File: config.mk
export PLATFORM = sky130hd
export DESIGN_NAME = wire_pretrig
export DESIGN_NICKNAME = d
export VERILOG_FILES = /design/src/rtl/wire_trig_pkg.sv /design/src/rtl/hit_shaper.sv /design/src/rtl/layer_coinc.sv /design/src/rtl/pretrig_ctrl.sv /design/src/rtl/wire_pretrig.sv
export SDC_FILE = /design/constraint.sdc
export NUM_CORES = 1
export LEC_CHECK = 0
export ABC_CLOCK_PERIOD_IN_PS = 6800
export CORE_UTILIZATION = 50
export DETAILED_ROUTE_END_ITERATION = 6
export PLACE_DENSITY = 0.69
export SLEW_MARGIN = 10
export SYNTH_ARGS = -nofsm -noshare
export SYNTH_HDL_FRONTEND = slang
export SYNTH_SLANG_ARGS = --single-unit
File: constraint.sdc
create_clock -name clk_i -period 6.8 [get_ports clk_i]
set_input_delay 1.02 -clock clk_i [delete_from_list [all_inputs] [get_ports clk_i]]
set_output_delay 1.02 -clock clk_i [all_outputs]
set_load 0.02 [all_outputs]
File: src/rtl/wire_trig_pkg.sv
package wire_trig_pkg;
  localparam int NUM_LAYERS = 6;
  localparam int THR_W      = 3;
  localparam int DRIFT_W    = 2;
  localparam int FRAME_LEN  = 32;
  localparam int BX_W       = $clog2(FRAME_LEN);
  localparam int CNT_W      = $clog2(NUM_LAYERS + 1);

  typedef logic [BX_W-1:0]    bx_t;
  typedef logic [CNT_W-1:0]   cnt_t;
  typedef logic [THR_W-1:0]   thr_t;
  typedef logic [DRIFT_W-1:0] drift_t;
endpackage

File: src/rtl/hit_shaper.sv
module hit_shaper
  import wire_trig_pkg::*;
#(
  parameter int HIT_PERSIST = 6,
  parameter int DEAD_TIME   = 6
) (
  input  logic clk_i,
  input  logic rst_ni,
  input  logic hit_i,
  input  bx_t  bx_i,
  input  logic fresh_i,
  output logic active_o
);
  localparam int SINCE_W    = $clog2(DEAD_TIME + 1);
  localparam int HOLD_W     = $clog2(HIT_PERSIST + 1);
  localparam int LAST_START = FRAME_LEN - HIT_PERSIST;
  localparam logic [SINCE_W-1:0] SINCE_MAX = SINCE_W'(DEAD_TIME);
  localparam logic [HOLD_W-1:0]  HOLD_LOAD = HOLD_W'(HIT_PERSIST - 1);

  logic               prev_q;
  logic [SINCE_W-1:0] since_q;
  logic [HOLD_W-1:0]  hold_q;
  logic               accept, stretch;

  // continuation and dead-time filter; state is void at frame start
  assign accept   = hit_i & ~(prev_q & ~fresh_i) & (fresh_i | (since_q >= SINCE_MAX));
  assign stretch  = accept & (int'(bx_i) < LAST_START);
  assign active_o = stretch | (~fresh_i & (hold_q != '0));

  always_ff @(posedge clk_i or negedge rst_ni) begin
    if (!rst_ni) begin
      prev_q  <= 1'b0;
      since_q <= SINCE_MAX;
      hold_q  <= '0;
    end else begin
      prev_q <= hit_i;
      if (accept)                 since_q <= SINCE_W'(1);
      else if (fresh_i)           since_q <= SINCE_MAX;
      else if (since_q < SINCE_MAX) since_q <= since_q + SINCE_W'(1);
      if (stretch)                hold_q <= HOLD_LOAD;
      else if (fresh_i)           hold_q <= '0;
      else if (hold_q != '0)      hold_q <= hold_q - HOLD_W'(1);
    end
  end

  // a hit right after a hit cannot open a new window
  a_r1_continuation: assert property (@(posedge clk_i) disable iff (!rst_ni)
    (hit_i && !active_o) |=> !(hit_i && !fresh_i && active_o));

  // no window reaches the last crossing of a frame
  a_r4_window_end: assert property (@(posedge clk_i) disable iff (!rst_ni)
    (bx_i == bx_t'(FRAME_LEN - 1)) |-> !active_o);
endmodule

File: src/rtl/layer_coinc.sv
module layer_coinc
  import wire_trig_pkg::*;
#(
  parameter int NUM_WIRES = 5
) (
  input  logic [NUM_LAYERS*NUM_WIRES-1:0] active_i,
  input  logic [NUM_LAYERS*NUM_WIRES-1:0] mask_i,
  output cnt_t                            count_o
);
  logic [NUM_LAYERS-1:0] layer_hit;

  for (genvar l = 0; l < NUM_LAYERS; l++) begin : g_layer
    assign layer_hit[l] = |(active_i[l*NUM_WIRES +: NUM_WIRES] & mask_i[l*NUM_WIRES +: NUM_WIRES]);
  end

  assign count_o = CNT_W'($countones(layer_hit));
endmodule

File: src/rtl/pretrig_ctrl.sv
module pretrig_ctrl
  import wire_trig_pkg::*;
#(
  parameter int KEY_W = 7
) (
  input  logic             clk_i,
  input  logic             rst_ni,
  input  cnt_t             count_i,
  input  bx_t              bx_i,
  input  logic             kind_i,
  input  thr_t             pre_thr_coll_i,
  input  thr_t             pre_thr_acc_i,
  input  thr_t             pat_thr_coll_i,
  input  thr_t             pat_thr_acc_i,
  input  drift_t           drift_i,
  input  logic [KEY_W-1:0] key_wire_i,
  output logic             pretrig_o,
  output logic [KEY_W-1:0] key_wire_o,
  output bx_t              bx_o,
  output cnt_t             layers_o,
  output logic             result_o,
  output cnt_t             quality_o
);
  logic   busy_q;
  drift_t wait_q;
  thr_t   pthr_q;
  thr_t   pre_thr, pat_thr, thr_use;
  logic   fire, eval_now;

  assign pre_thr  = kind_i ? pre_thr_acc_i : pre_thr_coll_i;
  assign pat_thr  = kind_i ? pat_thr_acc_i : pat_thr_coll_i;
  assign fire     = ~busy_q & (int'(count_i) >= int'(pre_thr));
  assign eval_now = (fire & (drift_i == '0)) | (busy_q & (wait_q == drift_t'(1)));
  assign thr_use  = fire ? pat_thr : pthr_q;

  always_ff @(posedge clk_i or negedge rst_ni) begin
    if (!rst_ni) begin
      busy_q     <= 1'b0;
      wait_q     <= '0;
      pthr_q     <= '0;
      pretrig_o  <= 1'b0;
      key_wire_o <= '0;
      bx_o       <= '0;
      layers_o   <= '0;
      result_o   <= 1'b0;
      quality_o  <= '0;
    end else begin
      pretrig_o <= fire;
      result_o  <= eval_now;
      if (fire) begin
        bx_o       <= bx_i;
        layers_o   <= count_i;
        key_wire_o <= key_wire_i;
        pthr_q     <= pat_thr;
      end
      if (eval_now)
        quality_o <= (int'(count_i) >= int'(thr_use)) ? count_i : '0;
      if (fire && drift_i != '0) begin
        busy_q <= 1'b1;
        wait_q <= drift_i;
      end else if (busy_q) begin
        wait_q <= wait_q - drift_t'(1);
        if (wait_q == drift_t'(1)) busy_q <= 1'b0;
      end
    end
  end

  // reported layer count met the threshold in force at the pretrigger
  a_r5_pretrig_thr: assert property (@(posedge clk_i) disable iff (!rst_ni)
    pretrig_o |-> int'(layers_o) >= int'($past(pre_thr)));

  // a nonzero quality never lies below the latched pattern threshold
  a_r9_quality_floor: assert property (@(posedge clk_i) disable iff (!rst_ni)
    (result_o && quality_o != '0) |-> int'(quality_o) >= int'($past(thr_use)));

  // a pending evaluation blocks the next pretrigger
  a_r10_single_eval: assert property (@(posedge clk_i) disable iff (!rst_ni)
    (pretrig_o && !result_o) |=> !pretrig_o);
endmodule

File: src/rtl/wire_pretrig.sv
module wire_pretrig
  import wire_trig_pkg::*;
#(
  parameter int NUM_WIRES   = 5,
  parameter int HIT_PERSIST = 6,
  parameter int DEAD_TIME   = 6,
  parameter int KEY_W       = 7
) (
  input  logic                            clk_i,
  input  logic                            rst_ni,
  input  logic                            frame_start_i,
  input  logic [NUM_LAYERS*NUM_WIRES-1:0] hit_i,
  input  logic [NUM_LAYERS*NUM_WIRES-1:0] mask_i,
  input  logic                            kind_i,
  input  logic [THR_W-1:0]                pre_thr_coll_i,
  input  logic [THR_W-1:0]                pre_thr_acc_i,
  input  logic [THR_W-1:0]                pat_thr_coll_i,
  input  logic [THR_W-1:0]                pat_thr_acc_i,
  input  logic [DRIFT_W-1:0]              drift_i,
  input  logic [KEY_W-1:0]                key_wire_i,
  output logic                            pretrig_o,
  output logic [KEY_W-1:0]                key_wire_o,
  output logic [BX_W-1:0]                 bx_o,
  output logic [CNT_W-1:0]                layers_o,
  output logic                            result_o,
  output logic [CNT_W-1:0]                quality_o
);
  localparam int NUM_CELLS = NUM_LAYERS * NUM_WIRES;

  bx_t                  bx_q, cur_bx;
  logic                 fresh;
  logic [NUM_CELLS-1:0] active;
  cnt_t                 count;

  assign cur_bx = frame_start_i ? '0 : bx_q + bx_t'(1);
  assign fresh  = (cur_bx == '0);

  always_ff @(posedge clk_i or negedge rst_ni) begin
    if (!rst_ni) bx_q <= bx_t'(FRAME_LEN - 1);
    else         bx_q <= cur_bx;
  end

  for (genvar l = 0; l < NUM_LAYERS; l++) begin : g_l
    for (genvar w = 0; w < NUM_WIRES; w++) begin : g_w
      hit_shaper #(.HIT_PERSIST(HIT_PERSIST), .DEAD_TIME(DEAD_TIME)) u_shaper (
        .clk_i    (clk_i),
        .rst_ni   (rst_ni),
        .hit_i    (hit_i[l*NUM_WIRES+w]),
        .bx_i     (cur_bx),
        .fresh_i  (fresh),
        .active_o (active[l*NUM_WIRES+w])
      );
    end
  end

  layer_coinc #(.NUM_WIRES(NUM_WIRES)) u_coinc (
    .active_i (active),
    .mask_i   (mask_i),
    .count_o  (count)
  );

  pretrig_ctrl #(.KEY_W(KEY_W)) u_ctrl (
    .clk_i          (clk_i),
    .rst_ni         (rst_ni),
    .count_i        (count),
    .bx_i           (cur_bx),
    .kind_i         (kind_i),
    .pre_thr_coll_i (pre_thr_coll_i),
    .pre_thr_acc_i  (pre_thr_acc_i),
    .pat_thr_coll_i (pat_thr_coll_i),
    .pat_thr_acc_i  (pat_thr_acc_i),
    .drift_i        (drift_i),
    .key_wire_i     (key_wire_i),
    .pretrig_o      (pretrig_o),
    .key_wire_o     (key_wire_o),
    .bx_o           (bx_o),
    .layers_o       (layers_o),
    .result_o       (result_o),
    .quality_o      (quality_o)
  );
endmodule

==> qor.yml <==
status: "complete, no violations"
drt_wl_total_um: 28100
fmaxAchievable_mhz: 164
p_per_area_nw_per_um2: 359
holdWs_ns: 0.463
period_needed_ns: 6.11
syn_area_um2: 13100
area_delta_synth_final_pct: 18.3
fin_crit_sh_pct: 89.9
clk_latency_ns: 0.55
layout_setup_ws_ns: 0.690
grt_pass1_vias: 9728
p_int_mw: 3.66
worstPathArrival_ns: 6.51
rrSetupSlack_ns: 0.76
yosysTopAreaCellShare_pct: 33.7
fillers: 2142
ant_nets: 0
place_area_um2: 14600
worstPathMaxFanout: 34
switching_share_pct: 34.0
ir_drop_uv: 243
setup_viol: 0
yosys_warnings: 0
yosysSeqAreaShare_pct: 46.8
synth_enable_flop_cells: 0
drc: 0
numCtsBuffers: 27
final_cell_count_no_fill: 1782
r2r_start: "bx_q[0]"
syn_area_per_cell_um2: 9.97
num_rows: 58
r2r_end: "u_ctrl.quality_o[1]"
p_seq_share_pct: 38.1
h-tree-depth: 1
fin_setup_tns_ns: 0
routed_via_density: 5.44
tightest_slew_ns: 0.853
nets: 1631
grt_antenna_before_repair: 0
drv_slew: 0
yosys_most_used_dff: "dfrtp_1"
synth_top_area_cell: "dfrtp_1"
place_ws_ns: 0.183
cts_tree: "built"
coreArea_um2: 25400
holdBufCountCts: 0
ys_top_cells_by_count: "176 x dfrtp_1, 161 x o21ai_0, 113 x ha_1"
async_reset_ff_share_pct: 100
crit_chain: "clkdlybuf4s50_1 > nor2b_1 > mux2i_4 > inv_4 > nor3_4 > buf_12 > mux2i_1 > nor4_1 > nand4_1 > ha_1 > fa_1 > ha_1 > ha_1 > a21o_1 > a21o_1 > nand2b_1 > buf_4 > nand2_1 > o21a_1 > ha_1 > a21o_1 > a21oi_1 > nand3b_1 > o21ai_0"
synthCells: 1311
switching_power_mw: 1.88
critPathSlowestCell: "clkdlybuf4s50_1"
critPathKind: "primary input to register"
initial_core_util_pct: 51.5
worst_setup_path_end_kind: "register"
place_congestion: 0.848
die_height_um: 164
p_leak_nw: 6.89
cts_buffer_depth: 3
ioPinCount: 105
syn-num-nets: 1511
crit_buf_inv: 4
clk_pin_slew_worst_paths_ns: 0.05
synth-seq-cells: 241
p_clk_share_pct: 25.8
drt_iter0_markers: 395
numPortBuffers: 104
cts-root-buf: "clkbuf_16"
placed_cells: 1732
finalPower_mw: 5.55
post-route-util_pct: 60.9
cts_sinks: 241
r2r_cells: 24
die_w_um: 164
grt_setup_unrepaired: "false"
synth_cell_type_count: 65
grt_use_total_pct: 21.7
hold_viol: 0
dieArea_um2: 26800
min_path_type: "primary input to asynchronous set/reset pin"
drt-pass1-iter-count: 7
cpPeakStageDelay_ns: 0.57
crit_top_cell: "ha_1"
crit_family: "adder cells"
slew_headroom_pct: 43.2
drv_cap: 0
synthTopCellsByArea: "dfrtp_1 34%, dfstp_2 13%, ha_1 11%, o21ai_0 6.2%, xnor2_1 4.3%"
vias: 9700
n_antenna_cell: 0
design_area_um2: 15500
cts_setup_buffers: 0
grt_pass1_wl_um: 46900
p_comb_share_pct: 36.0
wl_per_cell_um: 15.8
cts_resized: 0
startpoint_type: "primary input"
fin_skew_ns: 0.0280
worstPathRequired_ns: 7.20
hpwl_um: 20300
layout-drive-gt1-share_pct: 9.99
grt_max_degree: 159
synth.most_common_cell: "dfrtp_1"
grt_overflow: 0
-- layer usage --
| layer | up-vias | GRT usage [%] | part of all wire (%) |
|---|---|---|---|
| met1 | 4677 | 29.0 | 46 |
| met2 | 160 | 37.2 | 48 |
| met3 | 38 | 2.95 | 3.9 |
| li1 | 4825 | - | - |
| met4 | 0 | 5.13 | 2.1 |
| met5 | - | 0 | 0 |
-- worst max path at each step --
stage,depth (start not counted),startpoint,slack [ns],endpoint
final,24,frame_start_i,0.69,u_ctrl.quality_o[1]
after global routing,26,frame_start_i,0.22,u_ctrl.quality_o[1]
after CTS,24,frame_start_i,0.71,u_ctrl.quality_o[1]
after detailed placement,24,frame_start_i,0.18,u_ctrl.quality_o[0]
after global placement,26,frame_start_i,0.26,u_ctrl.quality_o[0]
after floorplan,27,frame_start_i,0.80,u_ctrl.quality_o[0]
-- cells in the final DEF, fill, tap and decap left out, drive strengths merged, types with 26 or more instances in the layout --
master,netlist,routed
xnor2,64,64
o21ai,163,163
nor2,86,86
buf,11,26
dfrtp,176,176
nand3b,31,31
a21boi,45,45
nand2,102,102
nand2b,30,30
ha,113,113
mux2i,38,38
clkdlybuf4s50,0,103
inv,96,97
clkbuf,27,44
a21oi,72,72
dfstp,65,65
-- flip-flops by register name (all words and copies together) (netlist names), 3 cells and up --
signal / flops
g_l.g_w.u_shaper.prev_q: 30
u_ctrl.pthr_q: 3
g_l.g_w.u_shaper.hold_q: 90
bx_q: 5
u_ctrl.layers_o: 3
u_ctrl.key_wire_o: 7
g_l.g_w.u_shaper.since_q: 90
u_ctrl.quality_o: 3
u_ctrl.bx_o: 5
-- cell families after synthesis --
logic type               share of synthesized area, %
AND/OR/NAND/NOR                                  12.6
AO/OA/AOI/OAI                                    17.7
XOR/XNOR                                         4.29
buffers and inverters                            4.06
adder cells (fa/ha/maj)                          11.1
multiplexers                                     3.44
flip-flops                                       46.8
-- worst register-to-register path: stages, from the launching register on --
cell and delay [ns]:
dfstp_2 0.57, ha_1 0.25, and3_4 0.23, mux2i_4 0.34, inv_4 0.08, nor3_4 0.35
buf_12 0.24, mux2i_1 0.11, nor4_1 0.43, nand4_1 0.15, ha_1 0.23, fa_1 0.49
ha_1 0.38, ha_1 0.32, a21o_1 0.16, a21o_1 0.18, nand2b_1 0.15, buf_4 0.22
nand2_1 0.09, o21a_1 0.11, ha_1 0.28, a21o_1 0.16, a21oi_1 0.19, nand3b_1 0.13
o21ai_0 0.07
-- layout make-up --
type	count	area (um2)	area share, %
Inverter	96	363	2.35
Clock buffer	44	790	5.11
Multi-Input combinational cell	936	6440	41.7
Clock inverter	6	83.8	0.542
Sequential cell	241	6110	39.5
Tap cell	330	413	2.67
Timing Repair Buffer	129	1260	8.14
-- power by group through the flow --
stage	Sequential (mW)	Clock [mW]	Combinational [mW]
final	2.11	1.43	2.00
after global routing	2.16	1.53	2.29
after global placement	2.12	0	1.93
after detailed placement	2.13	0	2.00
after CTS	2.11	1.47	2.02
after floorplan	2.13	0	1.42
Power figures use the tool's default switching activity.
